## src/rtl/tofmul_pkg.sv

```systemverilog
package tofmul_pkg;

    localparam int MAXC = 16;
    localparam int MAXW = 8;
    localparam int MAXL = 256;

    typedef logic [MAXC-1:0][3:0]           wtab_t;
    typedef logic [MAXC-1:0][MAXW-1:0][7:0] ltab_t;

    typedef struct packed {
        logic [15:0]     total;
        logic [7:0]      tgt;
        logic [MAXL-1:0] ctl;
    } gate_t;

    function automatic int bits_for(input int m);
        return (m <= 1) ? 1 : $clog2(m + 1);
    endfunction

    function automatic int pp_count(input int n, input int c);
        return (c < n) ? c + 1 : 2 * n - c - 1;
    endfunction

    function automatic int carries_in(input wtab_t w, input int c);
        int cnt;
        cnt = 0;
        for (int p = 0; p < c; p++)
            if (int'(w[p]) > c - p) cnt++;
        return cnt;
    endfunction

    // nearest earlier column that sends a carry here, -1 if none
    function automatic int first_src(input wtab_t w, input int c);
        int fs;
        fs = -1;
        for (int k = c; k >= 1; k--)
            if (int'(w[c-k]) > k) fs = c - k;
        return fs;
    endfunction

    function automatic wtab_t col_widths(input int n);
        wtab_t w;
        int    b;
        w = '0;
        for (int c = 0; c < 2 * n; c++) begin
            b = bits_for(pp_count(n, c) + carries_in(w, c));
            if (b > 2 * n - c) b = 2 * n - c;
            w[c] = 4'(b);
        end
        return w;
    endfunction

    function automatic ltab_t line_tab(input int n);
        wtab_t w;
        ltab_t t;
        int    nxt, fs;
        w   = col_widths(n);
        t   = '0;
        nxt = 2 * n;
        for (int c = 0; c < 2 * n; c++) begin
            fs = first_src(w, c);
            for (int b = 0; b < int'(w[c]); b++) begin
                if (b == 0 && fs >= 0) t[c][0] = t[fs][c-fs];
                else begin
                    t[c][b] = 8'(nxt);
                    nxt++;
                end
            end
        end
        return t;
    endfunction

    function automatic int line_count(input int n);
        wtab_t w;
        int    nxt;
        w   = col_widths(n);
        nxt = 2 * n;
        for (int c = 0; c < 2 * n; c++)
            nxt += int'(w[c]) - ((first_src(w, c) >= 0) ? 1 : 0);
        return nxt;
    endfunction

    function automatic int sum_line(input int n, input int c);
        ltab_t t;
        t = line_tab(n);
        return int'(t[c][0]);
    endfunction

    // Walks columns, groups (partial products first, then extra carries)
    // and gates (widest first); returns gate g and the total count.
    function automatic gate_t gate_at(input int n, input int g);
        wtab_t           w;
        ltab_t           t;
        gate_t           r;
        logic [MAXL-1:0] base;
        int              cnt, fs, m, gw, tb, j, p;
        bit              used;
        w   = col_widths(n);
        t   = line_tab(n);
        r   = '0;
        cnt = 0;
        for (int c = 0; c < 2 * n; c++) begin
            fs = first_src(w, c);
            m  = (fs >= 0) ? 1 : 0;
            for (int u = 0; u < n + c; u++) begin
                base = '0;
                used = 1'b0;
                if (u < n) begin
                    j = c - u;
                    if (j >= 0 && j < n) begin
                        base[u]     = 1'b1;
                        base[n + j] = 1'b1;
                        used        = 1'b1;
                    end
                end else begin
                    p = c - (u - n + 1);
                    if (p >= 0 && p != fs && int'(w[p]) > u - n + 1) begin
                        base[t[p][u-n+1]] = 1'b1;
                        used              = 1'b1;
                    end
                end
                if (used) begin
                    m++;
                    gw = bits_for(m);
                    if (gw > int'(w[c])) gw = int'(w[c]);
                    for (int q = 0; q < gw; q++) begin
                        tb = gw - 1 - q;
                        if (cnt == g) begin
                            r.tgt = t[c][tb];
                            r.ctl = base;
                            for (int e = 0; e < tb; e++) r.ctl[t[c][e]] = 1'b1;
                        end
                        cnt++;
                    end
                end
            end
        end
        r.total = 16'(cnt);
        return r;
    endfunction

    function automatic int gate_count(input int n);
        gate_t x;
        x = gate_at(n, 0);
        return int'(x.total);
    endfunction

endpackage

```

## src/rtl/tof_stage.sv

```systemverilog
module tof_stage #(
    parameter int            NL       = 8,
    parameter int            FWD_TGT  = 0,
    parameter logic [NL-1:0] FWD_MASK = '0,
    parameter int            REV_TGT  = 0,
    parameter logic [NL-1:0] REV_MASK = '0
) (
    input  logic          backward,
    input  logic [NL-1:0] d,
    output logic [NL-1:0] q
);

    always_comb begin
        q = d;
        if (backward) begin
            if (&(d | ~REV_MASK)) q[REV_TGT] = ~d[REV_TGT];
        end else begin
            if (&(d | ~FWD_MASK)) q[FWD_TGT] = ~d[FWD_TGT];
        end
    end

endmodule

```

## src/rtl/tof_cascade.sv

```systemverilog
module tof_cascade
    import tofmul_pkg::*;
#(
    parameter int N  = 4,
    parameter int NL = line_count(N),
    parameter int NG = gate_count(N)
) (
    input  logic          backward,
    input  logic [NL-1:0] din,
    output logic [NL-1:0] dout
);

    logic [NL-1:0] chain [NG+1];

    assign chain[0] = din;

    for (genvar s = 0; s < NG; s++) begin : g_gate
        localparam gate_t GF = gate_at(N, s);
        localparam gate_t GR = gate_at(N, NG - 1 - s);
        tof_stage #(
            .NL      (NL),
            .FWD_TGT (int'(GF.tgt)),
            .FWD_MASK(GF.ctl[NL-1:0]),
            .REV_TGT (int'(GR.tgt)),
            .REV_MASK(GR.ctl[NL-1:0])
        ) u_stage (
            .backward(backward),
            .d       (chain[s]),
            .q       (chain[s+1])
        );
    end

    assign dout = chain[NG];

endmodule

```

## src/rtl/tof_col_multiplier.sv

```systemverilog
module tof_col_multiplier
    import tofmul_pkg::*;
#(
    parameter  int N  = 4,
    localparam int NL = line_count(N),
    localparam int PW = 2 * N
) (
    input  logic          clk,
    input  logic          rst_n,
    input  logic          run_backward,
    input  logic [NL-1:0] line_in,
    output logic [NL-1:0] line_out,
    output logic [PW-1:0] product
);

    localparam int NG = gate_count(N);

    typedef struct packed {
        logic [NL-1:0] lines;
    } state_t;

    state_t        st_d, st_q;
    logic [NL-1:0] casc_out;

    tof_cascade #(.N(N), .NL(NL), .NG(NG)) u_cascade (
        .backward(run_backward),
        .din     (line_in),
        .dout    (casc_out)
    );

    always_comb begin
        st_d       = st_q;
        st_d.lines = casc_out;
    end

    always_ff @(posedge clk) begin
        if (!rst_n) st_q <= '0;
        else        st_q <= st_d;
    end

    assign line_out = st_q.lines;

    for (genvar c = 0; c < PW; c++) begin : g_prod
        localparam int SL = sum_line(N, c);
        assign product[c] = st_q.lines[SL];
    end

endmodule

```

## config.mk

```make
export PLATFORM = sky130hd
export DESIGN_NAME = tof_col_multiplier
export DESIGN_NICKNAME = d
export VERILOG_FILES = /design/src/rtl/tofmul_pkg.sv /design/src/rtl/tof_stage.sv /design/src/rtl/tof_cascade.sv /design/src/rtl/tof_col_multiplier.sv
export SDC_FILE = /design/constraint.sdc
export NUM_CORES = 1
export LEC_CHECK = 0
export BUFFER_PORTS_ARGS = -buffer_cell sky130_fd_sc_hd__buf_2
export CORE_AREA = 2 2 68 70
export CTS_BUF_LIST = sky130_fd_sc_hd__clkbuf_8
export CTS_CLUSTER_SIZE = 20
export DETAILED_ROUTE_END_ITERATION = 16
export DIE_AREA = 0 0 70 72
export GPL_TIMING_DRIVEN = 0
export PLACE_DENSITY = 0.77
export SLEW_MARGIN = 20
export SYNTH_ARGS = -nofsm -noshare
export SYNTH_HDL_FRONTEND = slang
export SYNTH_SLANG_ARGS = --single-unit
```

## constraint.sdc

```tcl
create_clock -name clk -period 9.95 [get_ports clk]
set_input_delay 1.99 -clock clk [delete_from_list [all_inputs] [get_ports clk]]
set_output_delay 1.99 -clock clk [all_outputs]
set_load 0.005 [all_outputs]
```

==> results.toml <==
[sta]
final-hold-violation-count = 0
holdWs_ns = 2.02
finalSetupViolCount = 2
min_period_over_period_pct = 104
fin_crit_ns = 10.35
slew_violations = 0
tightest_slew_ns = 0.654
slew_headroom_pct = 56.4
rsz0062_at_grt = "true"
worst_slack_ns = -0.398
fmax_ghz = 0.0966

[yosys]
ys.warnings.count = 0
synthFlopType = "dfxtp_1"
async_flop_share_pct = 0
synth_cells = 255
synth_nets = 293
ys_ff_latch = 20
synth_edf_count = 0
syn_area_per_cell_um2 = 8.21
synth.distinct_cells = 49
yosysSeqAreaShare_pct = 19.1
netlist_area_mm2 = 0.00209

[clock_tree]
cts_tree = "built"
clk_pin_slew_ns = 0.07
holdBufCountCts = 0
clockBufferDepth = 2
cts_num_sinks = 20
cts_root_buf = "clkbuf_8"
htree_num_levels = 1
cts_made_buffers = 3

[finish]
layout_commonest_cell = "buf_2"
syn_to_final_growth_pct = 30.1
largest_register_ffs = 20
multiInputGateArea_mm2 = 0.00168
final_cell_mix = "buf_2 (47), xnor2_1 (24), nand2_1 (23)"
n_antenna_cell = 0
drive_above_1_share_pct = 38.6
final-seq-area_um2 = 400
nets = 351
fillers = 350
finish.utilization_pct = 63.9

[run]
cap_viol_max_count = 0

[detailed_routing]
wire_per_inst_um = 14.6
drcViolationCount = 0
drt-vias-per-instance = 5.24
ant_nets = 0
route.vias.total = 1901
firstDrtPassIters = 4
routed_wl_um = 5310
drt-initial-drc-count = 93

[min_path]
hold_path_class = "in2reg"

[power]
leakage_uw = 0.00132
total_power_uw = 342
p_per_area_mw_per_mm2 = 126
vdd_drop_max_mv = 0.0677

[global_routing]
grt_antenna_before_repair = 0
grt_pass1_vias = 1869
grt.overflow.total = 0
grt_pass1_wl_um = 8450
grt_max_degree = 11
grtUsageTotal_pct = 20.6

[placement]
place_hpwl_um = 3880
gp_congestion = 0.922
io_buffers = 45

[worst_setup_path]
critPathMostFrequentCell = "ha_1"
slowest_delay_ns = 0.50
critPathArrivalTime_ns = 10.50
critPathKind = "in2reg"
critPathBufInv = 8
crit_required_ns = 10.10
end_kind = "flop"
cp_top_family = "adder cells"
slowest_stage = "or4_4"
start_kind = "primary input"
cp_max_fo = 3

[die]
core_area_mm2 = 0.00426
die_w_um = 70
rows = 24
dieArea_mm2 = 0.00504
initial_utilization_pct = 49.1
fp.dieH_um = 72
io_pins = 51

[outcome]
violations = "negative setup slack"
status = "finished with violations"
[cell usage after synthesis, types with 3 or more instances]
library cell  instances  area [µm²]
nand2_1              25        93.8
inv_1                16        60.1
xnor2_1              30         263
nand4_1               4        25.0
clkbuf_1              5        18.8
mux2i_1               7        70.1
dfxtp_1              20         400
o21ai_0              14        70.1
nor2_1               15        56.3
a21oi_1               6        30.0
ha_1                 15         188
xor3_1                3        71.3
xor2_1               15         131
buf_2                 5        25.0
buf_4                10        75.1
nor2b_1               3        18.8
a21boi_0              4        30.0
and2_1               17         106
nand3_1               6        30.0
[area by class of cell]
type | count | area share [%]
tap | 52 | 2.39
multi-input combinational | 195 | 61.5
buffer | 20 | 5.74
timing repair buffer | 56 | 11.8
inverter | 17 | 2.34
sequential | 20 | 14.7
clock buffer | 3 | 1.52
[power by group]
| group | internal, µW | switching [µW] |
|---|---|---|
| sequential | 89.4 | 3.35 |
| combinational | 104 | 94.6 |
| clock | 26.9 | 23.7 |
[metrics by stage]
step                      setup WS (ns)  cells  cell area (µm²)  setup TNS, ns
final                            -0.398    363             2720         -0.414
after global routing             -0.863    363             2720          -1.27
after CTS                        -0.493    363             2590         -0.589
after detailed placement          -1.12    352             2430          -1.94
after global placement            -1.00    352             2430          -1.62
after floorplan                  -0.274    255             2140         -0.274
[repair_timing]
item	in CTS	in global routing
setup endpoints to repair	2	3
pin swaps	35	35
endpoints found under the hold margin	0	0
buffers inserted	9	2
gates resized for setup	18	27
[path summary, 6_finish.rpt]
kind / startpoint / endpoint / slack [ns] / cells after the start
worst min-delay path: line_in[2] / line_out[2] / 2.02 / 2
worst max-delay path: run_backward / line_out[19] / -0.40 / 55
[metal layers]
| metal | track usage (%) | wire [µm] | part of all wire, % | vias up |
|---|---|---|---|---|
| li1 | - | - | - | 951 |
| met1 | 25.4 | 2250 | 42 | 877 |
| met2 | 37.4 | 2700 | 51 | 69 |
| met3 | 3.61 | 317 | 6.0 | 4 |
| met4 | 5.56 | 34 | 0.64 | 0 |
| met5 | 0 | 0 | 0 | - |
[cell families (layout without fill, tap and decap cells)]
kind of cell | after synthesis | in the layout | synth area share [%]
and+or+nand+nor | 83 | 83 | 20.0
xor gates and xnor gates | 50 | 50 | 24.4
buffers and inverters | 40 | 96 | 9.98
AOI/OAI and AO/OA | 36 | 36 | 11.6
DFF | 20 | 20 | 19.1
adders and majority gates | 17 | 17 | 9.98
muxes | 9 | 9 | 4.96
No activity file was read; power rests on OpenSTA's default activity.
